**src/rtl/ep_pkt_fifo_pkg.sv**
```systemverilog
package ep_pkt_fifo_pkg;

  // two-packet mode when a max-size packet fits twice and the endpoint is not control
  function automatic logic pick_dual(input int unsigned maxp, input int unsigned depth,
                                     input logic ctrl);
    return !ctrl && (maxp <= depth / 2);
  endfunction

  function automatic logic [1:0] slot_cap(input logic dual);
    return dual ? 2'd2 : 2'd1;
  endfunction

  function automatic logic [1:0] count_step(input logic [1:0] cnt, input logic inc,
                                            input logic dec);
    return cnt + {1'b0, inc} - {1'b0, dec};
  endfunction

endpackage

```
**src/rtl/ep_fifo_ram.sv**
```systemverilog
module ep_fifo_ram #(
  parameter int DEPTH = 64,
  parameter int DW    = 8,
  localparam int AW   = $clog2(DEPTH)
) (
  input  logic          clk,
  input  logic          we,
  input  logic [AW-1:0] waddr,
  input  logic [DW-1:0] wdata,
  input  logic [AW-1:0] raddr,
  output logic [DW-1:0] rdata
);
  logic [DW-1:0] mem [DEPTH];

  always_ff @(posedge clk) begin
    if (we) mem[waddr] <= wdata;
  end

  assign rdata = mem[raddr];
endmodule

```
**src/rtl/ep_fifo_wr_ctl.sv**
```systemverilog
module ep_fifo_wr_ctl #(
  parameter int DEPTH = 64,
  localparam int AW   = $clog2(DEPTH),
  localparam int LW   = AW + 1
) (
  input  logic          clk,
  input  logic          rst_n,
  input  logic [LW-1:0] maxp,
  input  logic          full,
  input  logic          wr_valid,
  input  logic          wr_commit,
  input  logic          wr_abort,
  output logic [AW-1:0] wr_ptr,
  output logic          accept,
  output logic          commit_ok,
  output logic          overrun_evt,
  output logic [LW-1:0] len_next
);
  logic [AW-1:0] ptr_q, base_q;
  logic [LW-1:0] len_q;
  logic [AW-1:0] ptr_adv;

  assign accept      = wr_valid && !full && (len_q < maxp);
  assign len_next    = len_q + LW'(accept);
  assign ptr_adv     = ptr_q + AW'(accept);
  assign commit_ok   = wr_commit && !wr_abort && !full;
  assign overrun_evt = wr_commit && !wr_abort && full;
  assign wr_ptr      = ptr_q;

  always_ff @(posedge clk) begin
    if (!rst_n) begin
      ptr_q  <= '0;
      base_q <= '0;
      len_q  <= '0;
    end else if (wr_abort || overrun_evt) begin
      ptr_q <= base_q;
      len_q <= '0;
    end else if (commit_ok) begin
      ptr_q  <= ptr_adv;
      base_q <= ptr_adv;
      len_q  <= '0;
    end else if (accept) begin
      ptr_q <= ptr_adv;
      len_q <= len_next;
    end
  end
endmodule

```
**src/rtl/ep_fifo_rd_ctl.sv**
```systemverilog
module ep_fifo_rd_ctl #(
  parameter int DEPTH = 64,
  localparam int AW   = $clog2(DEPTH),
  localparam int LW   = AW + 1
) (
  input  logic          clk,
  input  logic          rst_n,
  input  logic          have_pkt,
  input  logic [LW-1:0] head_len,
  input  logic          rd_valid,
  input  logic          rd_ack,
  input  logic          rd_retry,
  output logic [AW-1:0] rd_ptr,
  output logic          release_evt
);
  logic [AW-1:0] ptr_q, base_q;
  logic [LW-1:0] off_q;
  logic          take;

  assign take        = rd_valid && have_pkt && (off_q < head_len);
  assign release_evt = rd_ack && have_pkt && !rd_retry;
  assign rd_ptr      = ptr_q;

  always_ff @(posedge clk) begin
    if (!rst_n) begin
      ptr_q  <= '0;
      base_q <= '0;
      off_q  <= '0;
    end else if (rd_retry) begin
      ptr_q <= base_q;
      off_q <= '0;
    end else if (release_evt) begin
      base_q <= base_q + head_len[AW-1:0];
      ptr_q  <= base_q + head_len[AW-1:0];
      off_q  <= '0;
    end else if (take) begin
      ptr_q <= ptr_q + 1'b1;
      off_q <= off_q + 1'b1;
    end
  end
endmodule

```
**src/rtl/ep_pkt_fifo.sv**
```systemverilog
module ep_pkt_fifo
  import ep_pkt_fifo_pkg::*;
#(
  parameter int DEPTH = 64,
  localparam int AW   = $clog2(DEPTH),
  localparam int LW   = AW + 1,
  localparam int NSLOT = 2
) (
  input  logic          clk,
  input  logic          rst_n,
  input  logic [LW-1:0] cfg_maxp,
  input  logic          cfg_ctrl,
  input  logic          wr_valid,
  input  logic [7:0]    wr_byte,
  input  logic          wr_commit,
  input  logic          wr_abort,
  input  logic          rd_valid,
  output logic [7:0]    rd_byte,
  input  logic          rd_ack,
  input  logic          rd_retry,
  input  logic          tx_req,
  output logic          pkt_ready,
  output logic [LW-1:0] pkt_bytes,
  output logic [1:0]    pkt_count,
  output logic          dual_mode,
  output logic          overrun,
  output logic          underrun
);
  // named internal events, visible to the bound checker
  logic          wr_commit_ok;
  logic          rd_release;
  logic          ovr_evt;
  logic          und_evt;
  logic          wr_accept;
  logic          full;
  logic [AW-1:0] wr_ptr, rd_ptr;
  logic [LW-1:0] wr_len_next;
  logic [1:0]    cnt_q;
  logic          wr_slot_q, rd_slot_q;
  logic [LW-1:0] slot_len [NSLOT];
  logic          ovr_q, und_q;

  assign dual_mode = pick_dual(int'(cfg_maxp), DEPTH, cfg_ctrl);
  assign full      = (cnt_q >= slot_cap(dual_mode));
  assign und_evt   = tx_req && (cnt_q == 2'd0);

  ep_fifo_wr_ctl #(.DEPTH(DEPTH)) u_wr (
    .clk(clk), .rst_n(rst_n), .maxp(cfg_maxp), .full(full),
    .wr_valid(wr_valid), .wr_commit(wr_commit), .wr_abort(wr_abort),
    .wr_ptr(wr_ptr), .accept(wr_accept), .commit_ok(wr_commit_ok),
    .overrun_evt(ovr_evt), .len_next(wr_len_next)
  );

  ep_fifo_rd_ctl #(.DEPTH(DEPTH)) u_rd (
    .clk(clk), .rst_n(rst_n), .have_pkt(cnt_q != 2'd0),
    .head_len(slot_len[rd_slot_q]), .rd_valid(rd_valid), .rd_ack(rd_ack),
    .rd_retry(rd_retry), .rd_ptr(rd_ptr), .release_evt(rd_release)
  );

  ep_fifo_ram #(.DEPTH(DEPTH), .DW(8)) u_ram (
    .clk(clk), .we(wr_accept), .waddr(wr_ptr), .wdata(wr_byte),
    .raddr(rd_ptr), .rdata(rd_byte)
  );

  // one length register per packet slot
  for (genvar s = 0; s < NSLOT; s++) begin : g_slot
    always_ff @(posedge clk) begin
      if (!rst_n)                                   slot_len[s] <= '0;
      else if (wr_commit_ok && (wr_slot_q == 1'(s))) slot_len[s] <= wr_len_next;
    end
  end

  always_ff @(posedge clk) begin
    if (!rst_n) begin
      cnt_q     <= '0;
      wr_slot_q <= 1'b0;
      rd_slot_q <= 1'b0;
      ovr_q     <= 1'b0;
      und_q     <= 1'b0;
    end else begin
      cnt_q <= count_step(cnt_q, wr_commit_ok, rd_release);
      if (wr_commit_ok) wr_slot_q <= dual_mode ? ~wr_slot_q : 1'b0;
      if (rd_release)   rd_slot_q <= dual_mode ? ~rd_slot_q : 1'b0;
      ovr_q <= ovr_evt;
      und_q <= und_evt;
    end
  end

  assign pkt_count = cnt_q;
  assign pkt_ready = (cnt_q != 2'd0);
  assign pkt_bytes = slot_len[rd_slot_q];
  assign overrun   = ovr_q;
  assign underrun  = und_q;
endmodule

```
**config.mk**
```make
export PLATFORM = sky130hd
export DESIGN_NAME = ep_pkt_fifo
export DESIGN_NICKNAME = d
export VERILOG_FILES = /design/src/rtl/ep_pkt_fifo_pkg.sv /design/src/rtl/ep_fifo_ram.sv /design/src/rtl/ep_fifo_wr_ctl.sv /design/src/rtl/ep_fifo_rd_ctl.sv /design/src/rtl/ep_pkt_fifo.sv
export SDC_FILE = /design/constraint.sdc
export NUM_CORES = 1
export LEC_CHECK = 0
export BUFFER_PORTS_ARGS = -buffer_cell sky130_fd_sc_hd__buf_2
export CAP_MARGIN = 25
export CORE_MARGIN = 10
export CORE_UTILIZATION = 56
export CTS_CLUSTER_DIAMETER = 30
export DETAILED_ROUTE_END_ITERATION = 6
export GPL_ROUTABILITY_DRIVEN = 1
export HOLD_SLACK_MARGIN = 0.15
export PLACE_DENSITY = 0.73
export SYNTH_ARGS = -nofsm -noshare
export SYNTH_HDL_FRONTEND = slang
export SYNTH_SLANG_ARGS = --single-unit
```
**constraint.sdc**
```tcl
create_clock -name clk -period 3.9 [get_ports clk]
set_clock_uncertainty 0.2 [all_clocks]
set_input_delay 0.585 -clock clk [delete_from_list [all_inputs] [get_ports clk]]
set_output_delay 0.585 -clock clk [all_outputs]
set_load 0.02 [all_outputs]
```
# Yosys cells after proc, flatten, opt, wreduce, memory -nomap -nowiden
# Memories as Yosys holds them, arrays and structs flattened. A register that Yosys moved wholly into a read port is not among the register bits.
# Cells that the tools add are included.
# word_totals
mem_bits_rw,526
output_inout_bits,21
n_memories,2
word_cells,81
in_bits,25
regBits,44
# memory_table
memory,words,word_bits,rd,rd_ports_with_merged_regs,write_ports,line_no,text
u_ram.mem,64,8,1,1,1,ep_fifo_ram.sv:13,logic [DW-1:0] mem [DEPTH];
slot_len,2,7,1,1,2,ep_pkt_fifo.sv:40,logic [LW-1:0] slot_len [NSLOT];
# op_classes
order_cmp,4
mux,24
n_bitwise,7
reduce_logical,26
add_sub_neg,7
# ops
op,count
$mux W6,8
$lt A7 B7 Y1,2
$mux W7,2
$logic_and A1 B1 Y1,13
$mux W1,13
$add A7 B1 Y7,1
$add A7 B1 Y7 const B,1
$le A7 B6 Y1 const B,1
$add A6 B1 Y6,1
$add A6 B1 Y6 const B,1
$add A6 B6 Y6,1
$reduce_bool A3 Y1,2
$reduce_or A3 Y1,2
$not A1 Y1,5
$logic_not A1 Y1,4
$reduce_and A2 Y1,2
$add A2 B1 Y2,1
$ge A2 B2 Y1,1
$logic_not A2 Y1,1
$mux W2,1
$or A1 B1 Y1,2
$reduce_bool A2 Y1,1
$sub A2 B1 Y2,1
$logic_or A1 B1 Y1,1

# Logic depth before layout (Yosys ltp)
# Gate-level depths: netlist of run 1.
# depth
ltp_word,11
mapped_depth,17
ltp_nobuf,16

# Modules after synthesis
# Synthesis of run 1 repeated with hierarchy kept, for this count alone.
# hier_totals
hier_cells,1314
area_unflattened_um2,23513.8
# modules_own_cells
module,n_inst,cells_per_inst,area_per_inst_um2,seq_area_each_um2
ep_fifo_ram,1,932,20006.7,15374.7
ep_fifo_rd_ctl,1,155,1318.8,380.4
ep_fifo_wr_ctl,1,148,1194.9,380.4
ep_pkt_fifo,1,79,993.5,560.5

# Least setup slack after synthesis of run 1
# OpenSTA, ideal clock, no wires.
# synth_path
path_type,input to register
from,input port cfg_maxp[4]
to,register u_wr.len_q[6]
path_stages,16
setup_slack_ps,-236
n_path_buf,1
required_ps,3630
setup_ps,70
arrival_time_ps,3866
cell_sequence,nor4_1 a21oi_1 or3_1 ha_1 nand2b_1 a21o_1 a2111o_1 a21o_1 clkinv_1 buf_4 ha_1 ha_1 and3_1 nand3_1 or3_1 a21oi_1
# synth_via
elab_chain_len,8
word_cells_on_any_way,13
cone_classes,add/sub (1); order compare (3); mux (1); reduce/logical (8)
# synth_rtl
element,line_no,text
from (decl),ep_pkt_fifo.sv:11,"input logic [LW-1:0] cfg_maxp,"
$le A7 B6 Y1,ep_pkt_fifo_pkg.sv:6,return !ctrl && (maxp <= depth / 2);
$logic_and A1 B1 Y1,ep_pkt_fifo_pkg.sv:6,
$mux W2,ep_pkt_fifo_pkg.sv:10,return dual ? 2'd2 : 2'd1;
$ge A2 B2 Y1,ep_pkt_fifo.sv:44,assign full = (cnt_q >= slot_cap(dual_mode));
$logic_not A1 Y1,ep_fifo_wr_ctl.sv:23,assign accept = wr_valid && !full && (len_q < maxp);
$logic_and A1 B1 Y1,ep_fifo_wr_ctl.sv:23,
$logic_and A1 B1 Y1 *,ep_fifo_wr_ctl.sv:23,
named net u_ram.we,ep_fifo_ram.sv:7,"input logic we,"
$add A7 B1 Y7,ep_fifo_wr_ctl.sv:24,assign len_next = len_q + LW'(accept);
to (signal assigned),ep_fifo_wr_ctl.sv:44,len_q <= len_next;
to (decl),ep_fifo_wr_ctl.sv:20,logic [LW-1:0] len_q;
# Mark *: on every way through the listed nets, which the timed path passes. The rest lies on a longest branch.
# A chain may end at the register's enable or synchronous reset.

==> results of run 1 <==
==> metal layers <==
metal | GRT usage | part of all wire
met4 | 0.0735 | 0.023
met3 | 0.0507 | 0.085
met1 | 0.280 | 0.39
met2 | 0.358 | 0.50
met5 | 0 | 0
==> worst min-delay path: cells and delay by family <==
| kind | cells | cell delay [ns] |
|---|---|---|
| buffers and inverters | 1 | 0.22 |
| AND/OR/NAND/NOR | 2 | 0.14 |
==> report_power, final <==
| part | internal [µW] | total [µW] | switching (µW) | leakage (µW) |
|---|---|---|---|---|
| combinational | 1380 | 3190 | 1810 | 0.00301 |
| sequential | 6910 | 7120 | 208 | 0.00517 |
| clock | 5700 | 8830 | 3130 | 0.00166 |
| total | 14000 | 19100 | 5150 | 0.00983 |
==> registers in the layout, indices dropped and copies added (netlist names), named ones only <==
register     flops
overrun          1
pkt_count        2
rd_slot_q        1
slot_len        14
u_ram.mem      512
u_rd.base_q      6
u_rd.off_q       7
u_rd.rd_ptr      6
u_wr.base_q      6
u_wr.len_q       7
u_wr.wr_ptr      6
underrun         1
wr_slot_q        1
==> what timing repair did <==
| action | 4_1_cts | 5_1_grt |
|---|---|---|
| setup endpoints to repair | 8 | 8 |
| hold buffers | 4 | 1 |
| pin swaps | 0 | 2 |
| resized for setup | 10 | 10 |
| hold endpoints to repair | 3 | 4 |
| cloned | 0 | 2 |
| setup buffers | 0 | 2 |
==> cell type report <==
cell class / instances / area share
well taps: 532 / 0.0231
clock buffers: 111 / 0.0907
inverters: 28 / 0.00373
clock inverters: 74 / 0.0295
multi-input cells: 636 / 0.216
repair buffers: 191 / 0.0531
flip-flops and latches: 577 / 0.583
==> placed cells by master (no fill, tap or decap), types with 6 or more instances in the layout <==
cell          n
nand3b_1     12
clkbuf_16   105
buf_4       127
nor2b_1       6
clkinv_2      9
clkinv_1     10
clkbuf_1      7
nor2_1      114
mux4_2      128
nand2_1      46
a22oi_1      19
bufinv_16    12
clkinvlp_4   13
inv_6        15
or3_1         9
edfxtp_1    526
o22ai_1      11
mux2i_1      47
dfxtp_1      47
inv_1        24
nand3_1      30
a21oi_1      36
o21ai_0      15
buf_2        45
nor3_1       10
nor2_4        6
xnor2_1      12
a211oi_1     13
a21o_1        8
buf_12        8
ha_1         25
xor2_1        9
clkinv_4     15
==> cell families (layout without fill, tap and decap cells) <==
kind of cell               Yosys count  after routing  synth area share
AOI/OAI and AO/OA                  132            132            0.0370
and+or+nand+nor                    274            274            0.0549
xor gates and xnor gates            21             21           0.00789
muxes                              181            181             0.147
adders and majority gates           28             28            0.0154
DFF                                577            577             0.721
buffers and inverters               95            404            0.0168
==> final timing paths <==
path	startpoint	end	slack (ns)	depth (start not counted)
max	flop	rd_byte[5]	-0.004	8
min	rst_n	underrun	0.18	3
max reg2reg	u_wr.len_q[4]	u_wr.len_q[6]	0.58	13
min reg2reg	u_wr.base_q[0]	u_wr.base_q[0]	0.27	2
==> per-stage QoR <==
stage / hold WS [ns] / setup WS [ns] / utilization / cells
2_1_floorplan: 0.236 / -0.0820 / - / 1308
3_3_place_gp: 0.243 / -0.179 / 0.613 / 1954
3_5_place_dp: 0.253 / -0.188 / 0.613 / 1954
4_1_cts: 0.155 / 0.000812 / 0.700 / 2143
5_1_grt: 0.177 / -0.0195 / 0.703 / 2149
6_report: 0.181 / -0.00394 / 0.703 / 2149
==> reports/metrics.sh, run 1 <==
CRIT_FANOUT=14
CRIT_PATH_MAX_INCR_DELAY_NS=0.52
GRT_PASS1_VIAS=13700
SEQ_AREA_UM2=16800
DRT.ANTENNA.VIOLATING_NETS=0
GLOBAL_ROUTE.USAGE.TOTAL=0.217
VIAS_PER_CELL=6.15
DRT_PRE_ANTENNA_ITERS=5
PLACE_AREA_UM2=25100
CRIT_FAMILY='multiplexers'
YOSYS_WARNINGS=0
NETLIST_TOP_CELLS_AREA='edfxtp_1 68%, mux4_2 12%, dfxtp_1 4.4%'
TRITONCTS_CLOCK_TREE='done'
POWER.DENSITY_nW_PER_UM2=663
CHIPHEIGHT_UM=224
DETAILEDPLACEMENTHPWL_UM=33100
ASYNC_RESET_FF_FRAC=0
TIMING.CRITICAL_PATH.TO_TYPE='primary output'
YS_FF_LATCH=577
RSZ0062_AT_GRT='true'
NUMBER_OF_SYNTHESIZED_FLOPS_WITH_AN_ENABLE_PIN=526
STATUS='finished with violations'
GLOBALPLACE.CONGESTION=0.845
TOTAL_LEAKAGE_POWER_uW=0.00983
GLOBAL_ROUTE.OVERFLOW_TOTAL=0
RELSLEWSLACK=0.331
SYN_NETS=1361
FINAL.SETUP.TNS_NS=-0.00394
FINALHOLDVIOLCOUNT=0
FINAL_SETUP_VIOLATION_COUNT=1
CRITICAL_PATH_REQUIRED_NS=3.12
MULTI_INPUT_COMB_AREA_UM2=6240
FIRST_ITER_VIOLATIONS=1305
CLOCK_TREE.HTREE_LEVEL_COUNT=3
CRITICALPATHCATEGORY='reg -> out'
ROW_COUNT=74
WORST_IR_DROP_VDD_mV=0.352
SYNTH.TOP_CELLS.BY_COUNT='526 x edfxtp_1, 128 x mux4_2, 122 x nor2_1'
SYNTH_SEQUENTIAL_AREA_RATIO=0.721
FIN_CRIT_SH=1.00
CORE_AREA_UM2=41000
DRC=0
NUMPORTBUFFERS=45
POST_SYNTH_INST_COUNT=1308
FLOORPLAN.INITIALDENSITY=0.568
ANTENNA_FOUND_INITIAL=0
GRT_MAX_DEGREE=56
MAXCLOCKFREQUENCY_MHz=256
ROUTED-VIA-COUNT=13200
SYN_TO_FINAL_GROWTH_PCT=23.7
FP.DIEAREA_UM2=50200
CP.BUFFERS_INVERTERS=3
ROUTED_WIRELENGTH_UM=54600
WORST-ENDPOINT-ARRIVAL_NS=3.12
WORST_SETUP_HOLD_PATH_CLK_SLEW_NS=0.05
SYNTH.CELL_AREA_UM2=23300
FINAL_CRITICAL_PATH_SETUP_SLACK_NS=-0.00394
CTS_MAX_PATH_BUFFERS=3
CTS_SINKS=577
DRIVE_ABOVE_1_SHARE=0.322
YOSYS_MOST_USED_DFF='edfxtp_1'
FIRST_PASS_GRT_WIRE_LENGTH_UM=82700
FRACTION_OF_POST_SYNTHESIS_CELL_AREA_IN_THE_TOP_CELL_TYPE_BY_AREA=0.678
WORSTMARGINPINSLEW_NS=1.00
DIE-WIDTH_UM=224
MAX_TRANSITION_VIOLS_FINAL=0
NUMCTSBUFFERS=100
POST_DR_WIRELENGTH_CELL_UM=25.4
REPORT.POWER.TOTAL_uW=19100
CLOCK_INSERTION_DELAY_WORST_SKEW_NS=0.62
POST-ROUTE-MIN-PERIOD_NS=3.90
WORSTSETUPSTARTPOINTTYPE='flop'
SYNTH.LARGEST_AREA_CELL='edfxtp_1'
VIOLATIONS='negative setup slack'
POSTSYNTHAREAPERCELL_UM2=17.8
FINALNETCOUNT=1587
WORST_HOLD_PATH_TYPE='in -> reg'
IOPINCOUNT=46
POST-SYNTH-TOP-COUNT-CELL='edfxtp_1'
CP_MAX_STAGE_CELL='mux4_2'
CTSROOTBUFFERMASTER='clkbuf_16'
POSTLAYOUTCELLAREA_UM2=28800
CRIT_CHAIN='buf_4 -> clkbuf_16 -> mux4_2 -> mux2i_2 -> o22ai_1 -> nor3_2 -> o221ai_1 -> buf_2'
N_DIODES=0
YOSYSUNIQUECELLTYPES=54
NFILLCELLS=2522
DRV_CAP=0
Note: power is estimated with default switching activity, not from simulation.
==> inputs of run 2 (changes only) <==
- CELL_PAD_IN_SITES_DETAIL_PLACEMENT: not set -> 1
- CELL_PAD_IN_SITES_GLOBAL_PLACEMENT: not set -> 1
- CORE_UTILIZATION: 56 -> 49
==> run 2 against run 1 <==
  * The run still ends with negative setup slack left
  * Total power is 6.4% higher
  * Via count is 5.6% higher
  * Global-route usage grew 2.2 points
  * Die area grew 13%
  * Cell area grew 3.1%
  * Sequential power barely moved
  * Combinational power increased by 20%
  * Largest cell class unchanged
  * Largest power group unchanged
==> reports/metrics.sh, run 2 (same netlist as run 1, synthesis figures left out) <==
STATUS='finished with violations'
VIOLATIONS='negative setup slack'
RELSLEWSLACK=0.292
DRT_PRE_ANTENNA_ITERS=5
TRITONCTS_CLOCK_TREE='done'
FIN_UTIL=0.636
FINAL_CRITICAL_PATH_SETUP_SLACK_NS=-0.0155
R2R_START='pkt_count[0]'
FINALNETCOUNT=1620
GLOBALPLACE.CONGESTION=0.812
IOPINCOUNT=46
COMMONEST_CELLS_AFTER_ROUTING_FILL_AND_TAPS_ASIDE='526 x edfxtp_1, 144 x buf_4, 128 x mux4_2'
WORST-ENDPOINT-ARRIVAL_NS=3.13
CRIT_FANOUT=6
MAX_TRANSITION_VIOLS_FINAL=0
CTS_MAX_PATH_BUFFERS=3
GLOBAL_ROUTE.OVERFLOW_TOTAL=0
CHIPHEIGHT_UM=238
FLOORPLAN.INITIALDENSITY=0.499
TIMING.CRITICAL_PATH.TO_TYPE='primary output'
WORSTSETUPSTARTPOINTTYPE='flop'
GRT_MAX_DEGREE=51
FINAL.SETUP.TNS_NS=-0.0287
CRIT_CHAIN='buf_4 -> clkbuf_16 -> mux4_2 -> mux2i_4 -> o22ai_1 -> nor3_2 -> o221ai_2 -> buf_2'
CORE_AREA_UM2=46800
POWER.DENSITY_nW_PER_UM2=685
LARGEST_REGISTERS='u_ram.mem x512, slot_len x14'
PLACE_AREA_UM2=25300
NUMPORTBUFFERS=45
NUMCTSBUFFERS=109
COMMONEST_NON_FILL_NON_TAP_CELL_IN_THE_LAYOUT='edfxtp_1'
FINAL.HOLD.WORST_SLACK_NS=0.200
DRV_CAP=0
FINAL_SETUP_VIOLATION_COUNT=3
GRT_PASS1_VIAS=15000
WORST_SETUP_HOLD_PATH_CLK_SLEW_NS=0.05
FINALHOLDVIOLCOUNT=0
N_DIODES=0
ROUTED-VIA-COUNT=14000
DIE-WIDTH_UM=238
DRIVE_ABOVE_1_SHARE=0.352
DRT.ANTENNA.VIOLATING_NETS=0
DRC=0
RSZ0062_AT_GRT='true'
WORST_HOLD_PATH_TYPE='in -> reg'
POST_LAYOUT_NONFILLER_INSTANCES=2268
REG2REG_TO='u_wr.wr_ptr[4]'
VIAS_PER_CELL=6.15
CTSROOTBUFFERMASTER='clkbuf_16'
CLOCK_TREE.HTREE_LEVEL_COUNT=3
CP_MAX_STAGE_CELL='mux4_2'
REG2REG_DEPTH=15
NUMBER_OF_FLIP_FLOPS_UNDER_THE_LARGEST_REGISTER_NAME=512
CTS_SINKS=577
R2R_SLACK_NS=0.51
CRITICALPATHCATEGORY='reg -> out'
CRITICAL_PATH_REQUIRED_NS=3.12
ROUTED_WIRELENGTH_UM=68000
POSTLAYOUTCELLAREA_UM2=29700
WORST_IR_DROP_VDD_mV=0.714
CLOCK_INSERTION_DELAY_WORST_SKEW_NS=0.65
FIN_CRIT_SH=1.00
SYN_TO_FINAL_GROWTH_PCT=27.6
WORSTMARGINPINSLEW_NS=1.06
FP.DIEAREA_UM2=56700
GLOBAL_ROUTE.USAGE.TOTAL=0.240
CRIT_PATH_MAX_INCR_DELAY_NS=0.57
DETAILEDPLACEMENTHPWL_UM=37900
SETUP_CRIT_END='rd_byte[5]'
FIRST_ITER_VIOLATIONS=1337
ANTENNA_FOUND_INITIAL=1
ROW_COUNT=79
FIRST_PASS_GRT_WIRE_LENGTH_UM=99800
POST-ROUTE-MIN-PERIOD_NS=3.92
REGISTER_WITH_THE_HIGHEST_FLOP_COUNT='u_ram.mem'
NUMPLACEDINSTANCES=2036
POST_DR_WIRELENGTH_CELL_UM=30.0
TOTAL_LEAKAGE_POWER_uW=0.0101
MAXCLOCKFREQUENCY_MHz=255
-- run 2: changes by cell type in the layout (fill, tap and decap cells not counted), sizes merged --
cell      change
buf          +23
bufbuf        +1
bufinv        +1
clkbuf        +9
clkinv       +10
clkinvlp      +7
inv           -7
-- run 2: worst max-delay path: cells and delay by family (launching register included) --
family                 cells  cell delay [ns]
multiplexers               2             0.79
buffers and inverters      3             0.59
flip-flops                 1             0.46
AND/OR/NAND/NOR            1             0.32
AO/OA/AOI/OAI              2             0.31
-- run 2: worst min path at each step --
stage,end,cells after the start,start,slack [ns]
2_1_floorplan,u_wr.base_q[0],2,u_wr.base_q[0],0.24
3_3_place_gp,u_wr.base_q[1],2,u_wr.base_q[1],0.24
3_5_place_dp,u_wr.base_q[0],2,u_wr.base_q[0],0.26
4_1_cts,u_rd.rd_ptr[3],3,rst_n,0.17
5_1_grt,pkt_count[0],2,rst_n,0.20
6_report,u_rd.rd_ptr[3],3,rst_n,0.20
-- run 2: where the power goes --
group	internal [µW]	switching, µW
registers	6910	222
clock network	6060	3340
logic	1650	2190
-- run 2: layout make-up --
cell class / count / area, µm²
Sequential cell: 577 / 16800
Tap cell: 607 / 759
Fill cell: 3974 / 17000
Multi-Input combinational cell: 636 / 6430
Clock inverter: 85 / 917
Clock buffer: 120 / 2790
Timing Repair Buffer: 215 / 1910
Inverter: 28 / 106
-- run 2: layer usage --
| layer | track usage | part of all wire | vias up |
|---|---|---|---|
| met5 | 0 | 0.00018 | - |
| met4 | 0.0967 | 0.036 | 2 |
| met3 | 0.0619 | 0.074 | 160 |
| met2 | 0.404 | 0.50 | 677 |
| met1 | 0.292 | 0.39 | 7297 |
| li1 | - | - | 5814 |
-- run 2: stage by stage --
step	total power (µW)	setup slack, ns
after CTS	20200	0.00333
after floorplan	9100	-0.0820
final	20400	-0.0155
after global placement	10300	-0.229
after global routing	21000	-0.0880
after detailed placement	10400	-0.346
-- run 2: timing repair --
item / CTS / global route
cloned: 5 / 3
setup buffers: 7 / 6
hold buffers: 5 / 0
endpoints found under the setup margin: 8 / 8
gates resized for setup: 34 / 29
hold endpoints to repair: 4 / 0
pin swaps: 4 / 4
==> inputs of run 3 (changes only) <==
- CORE_ASPECT_RATIO: not set -> 1.5
- HOLD_SLACK_MARGIN: 0.15 -> 0.1
- SKIP_CTS_REPAIR_TIMING: not set -> 1
==> run 3 against run 2 <==
  * The flow now finishes without violations
  * Clock power fell by 17%
  * Critical path depth did not move
  * Hold slack got worse by 0.0052 ns
  * Via count fell by 5.6%
  * Critical path type unchanged
==> reports/metrics.sh, run 3 (same netlist as run 1, synthesis figures left out) <==
STATUS='finished clean'
POST-ROUTE-MIN-PERIOD_NS=3.85
CRIT_FANOUT=7
SYN_TO_FINAL_GROWTH_PCT=21.7
SEQ_AREA_UM2=16800
GRT_MAX_DEGREE=65
FINAL_CRITICAL_PATH_SETUP_SLACK_NS=0.0545
CTS_MAX_PATH_BUFFERS=3
FLOORPLAN.INITIALDENSITY=0.498
P_SEQ_FRAC=0.388
IOPINCOUNT=46
NUMBER_OF_FLIP_FLOPS_UNDER_THE_LARGEST_REGISTER_NAME=512
ROW_COUNT=97
CRITICALPATHCATEGORY='reg -> out'
CRITICAL_PATH_REQUIRED_NS=3.12
CRIT_PATH_MAX_INCR_DELAY_NS=0.53
WORST_IR_DROP_VDD_mV=0.399
DRT_PRE_ANTENNA_ITERS=7
N_DIODES=0
WORSTSETUPSTARTPOINTTYPE='flop'
FINAL.SETUP.TNS_NS=0
WORSTMARGINPINSLEW_NS=1.04
NUMPORTBUFFERS=45
DIE-WIDTH_UM=198
FINALNETCOUNT=1571
CRIT_FAMILY='multiplexers'
TRITONCTS_CLOCK_TREE='done'
POSTLAYOUTCELLAREA_UM2=28400
CP_MAX_STAGE_CELL='mux4_2'
CHIPHEIGHT_UM=287
TOTAL_LEAKAGE_POWER_uW=0.00958
COMMONEST_CELLS_AFTER_ROUTING_FILL_AND_TAPS_ASIDE='526 x edfxtp_1, 129 x buf_4, 128 x mux4_2'
REGISTER_WITH_THE_HIGHEST_FLOP_COUNT='u_ram.mem'
ROUTED_WIRELENGTH_UM=62000
CRITICAL-PATH-TOP-CELL-BY-COUNT='buf_4'
POWER.DENSITY_nW_PER_UM2=645
RELSLEWSLACK=0.308
PRE_CTS_SETUP_SLACK_NS=-0.339
VIAS_PER_CELL=6.03
POWER_REPORT.INTERNAL_TOTAL_uW=13200
MAX_TRANSITION_VIOLS_FINAL=0
WORST_SETUP_HOLD_PATH_CLK_SLEW_NS=0.05
CTSROOTBUFFERMASTER='clkbuf_16'
MULTI_INPUT_COMB_AREA_UM2=6240
POWER.SHARE.CLOCK=0.429
DRT.ANTENNA.VIOLATING_NETS=0
GLOBAL_ROUTE.OVERFLOW_TOTAL=0
POWER_SWITCHING_SHARE=0.280
CRIT_CHAIN='buf_4 -> buf_4 -> mux4_2 -> mux2i_2 -> o22ai_1 -> nor3_2 -> o221ai_1 -> buf_2'
SHARE_COMB_OF_TOTAL_POWER=0.183
FIRST_PASS_GRT_WIRE_LENGTH_UM=92400
WORST_HOLD_PATH_TYPE='in -> reg'
FP.DIEAREA_UM2=56900
MAXCLOCKFREQUENCY_MHz=260
ROUTED-VIA-COUNT=13200
COMMONEST_NON_FILL_NON_TAP_CELL_IN_THE_LAYOUT='edfxtp_1'
REPORT.POWER.TOTAL_uW=18300
CORE_AREA_UM2=46800
NFILLCELLS=4138
FINALHOLDVIOLCOUNT=0
LARGEST_REGISTERS='u_ram.mem x512, slot_len x14'
CLOCK_TREE.HTREE_LEVEL_COUNT=3
GRT_PASS1_VIAS=14400
CP.BUFFERS_INVERTERS=3
DRV_CAP=0
GLOBALPLACE.CONGESTION=0.840
CLOCK_INSERTION_DELAY_WORST_SKEW_NS=0.60
WORST-ENDPOINT-ARRIVAL_NS=3.06
PLACE_AREA_UM2=25300
GLOBAL_ROUTE.USAGE.TOTAL=0.220
TIMING.CRITICAL_PATH.TO_TYPE='primary output'
FINAL_SETUP_VIOLATION_COUNT=0
POST_DR_WIRELENGTH_CELL_UM=28.4
FIN_CRIT_SH=0.986
DETAILEDPLACEMENTHPWL_UM=40200
CTS_SINKS=577
FIRST_ITER_VIOLATIONS=1079
FIN_UTIL=0.606
DRIVE_ABOVE_1_SHARE=0.315
POWER.NET_SWITCHING_uW=5130
NUMCTSBUFFERS=85
RSZ0062_AT_GRT='true'
DRC=0
ANTENNA_FOUND_INITIAL=0
==> run 3: worst min-delay path, stage by stage <==
cell and delay (ns):
buf_2 0.22, nand2_1 0.11, nor2_1 0.03
==> run 3: final cells by class <==
| type | instances | area share |
|---|---|---|
| Clock buffer | 92 | 0.0774 |
| Clock inverter | 66 | 0.0269 |
| Inverter | 28 | 0.00375 |
| Tap cell | 594 | 0.0262 |
| Timing Repair Buffer | 190 | 0.0528 |
| Multi-Input combinational cell | 636 | 0.220 |
| Sequential cell | 577 | 0.593 |
==> run 3: per-stage QoR <==
step           std cells  hold slack, ns
2_1_floorplan       1308           0.236
3_3_place_gp        2016           0.242
3_5_place_dp        2016           0.275
4_1_cts             2174         -0.0156
5_1_grt             2183           0.230
6_report            2183           0.195
==> run 3: power groups by stage <==
stage	clock (µW)	combinational, µW	sequential [µW]
detailed placement	0	3190	7270
floorplan	0	2010	7090
global route	8260	3560	7120
finish	7840	3350	7110
global placement	0	3120	7260
CTS	7950	3240	7140
==> run 3: layer usage <==
metal | global-route usage | wire length, µm | vias to the layer above
met1 | 0.248 | 22400 | 6906
met4 | 0.0925 | 2120 | 0
met5 | 0 | 0 | -
met3 | 0.0347 | 3030 | 124
met2 | 0.403 | 34400 | 463
li1 | - | - | 5680
==> run 3: final timing paths <==
path	cells past startpoint	start	slack (ns)	end
max	8	flop	0.05	rd_byte[5]
min	3	rst_n	0.20	underrun
max reg2reg	13	u_wr.len_q[4]	0.53	slot_len[0][6]
min reg2reg	2	u_wr.base_q[0]	0.27	u_wr.base_q[0]
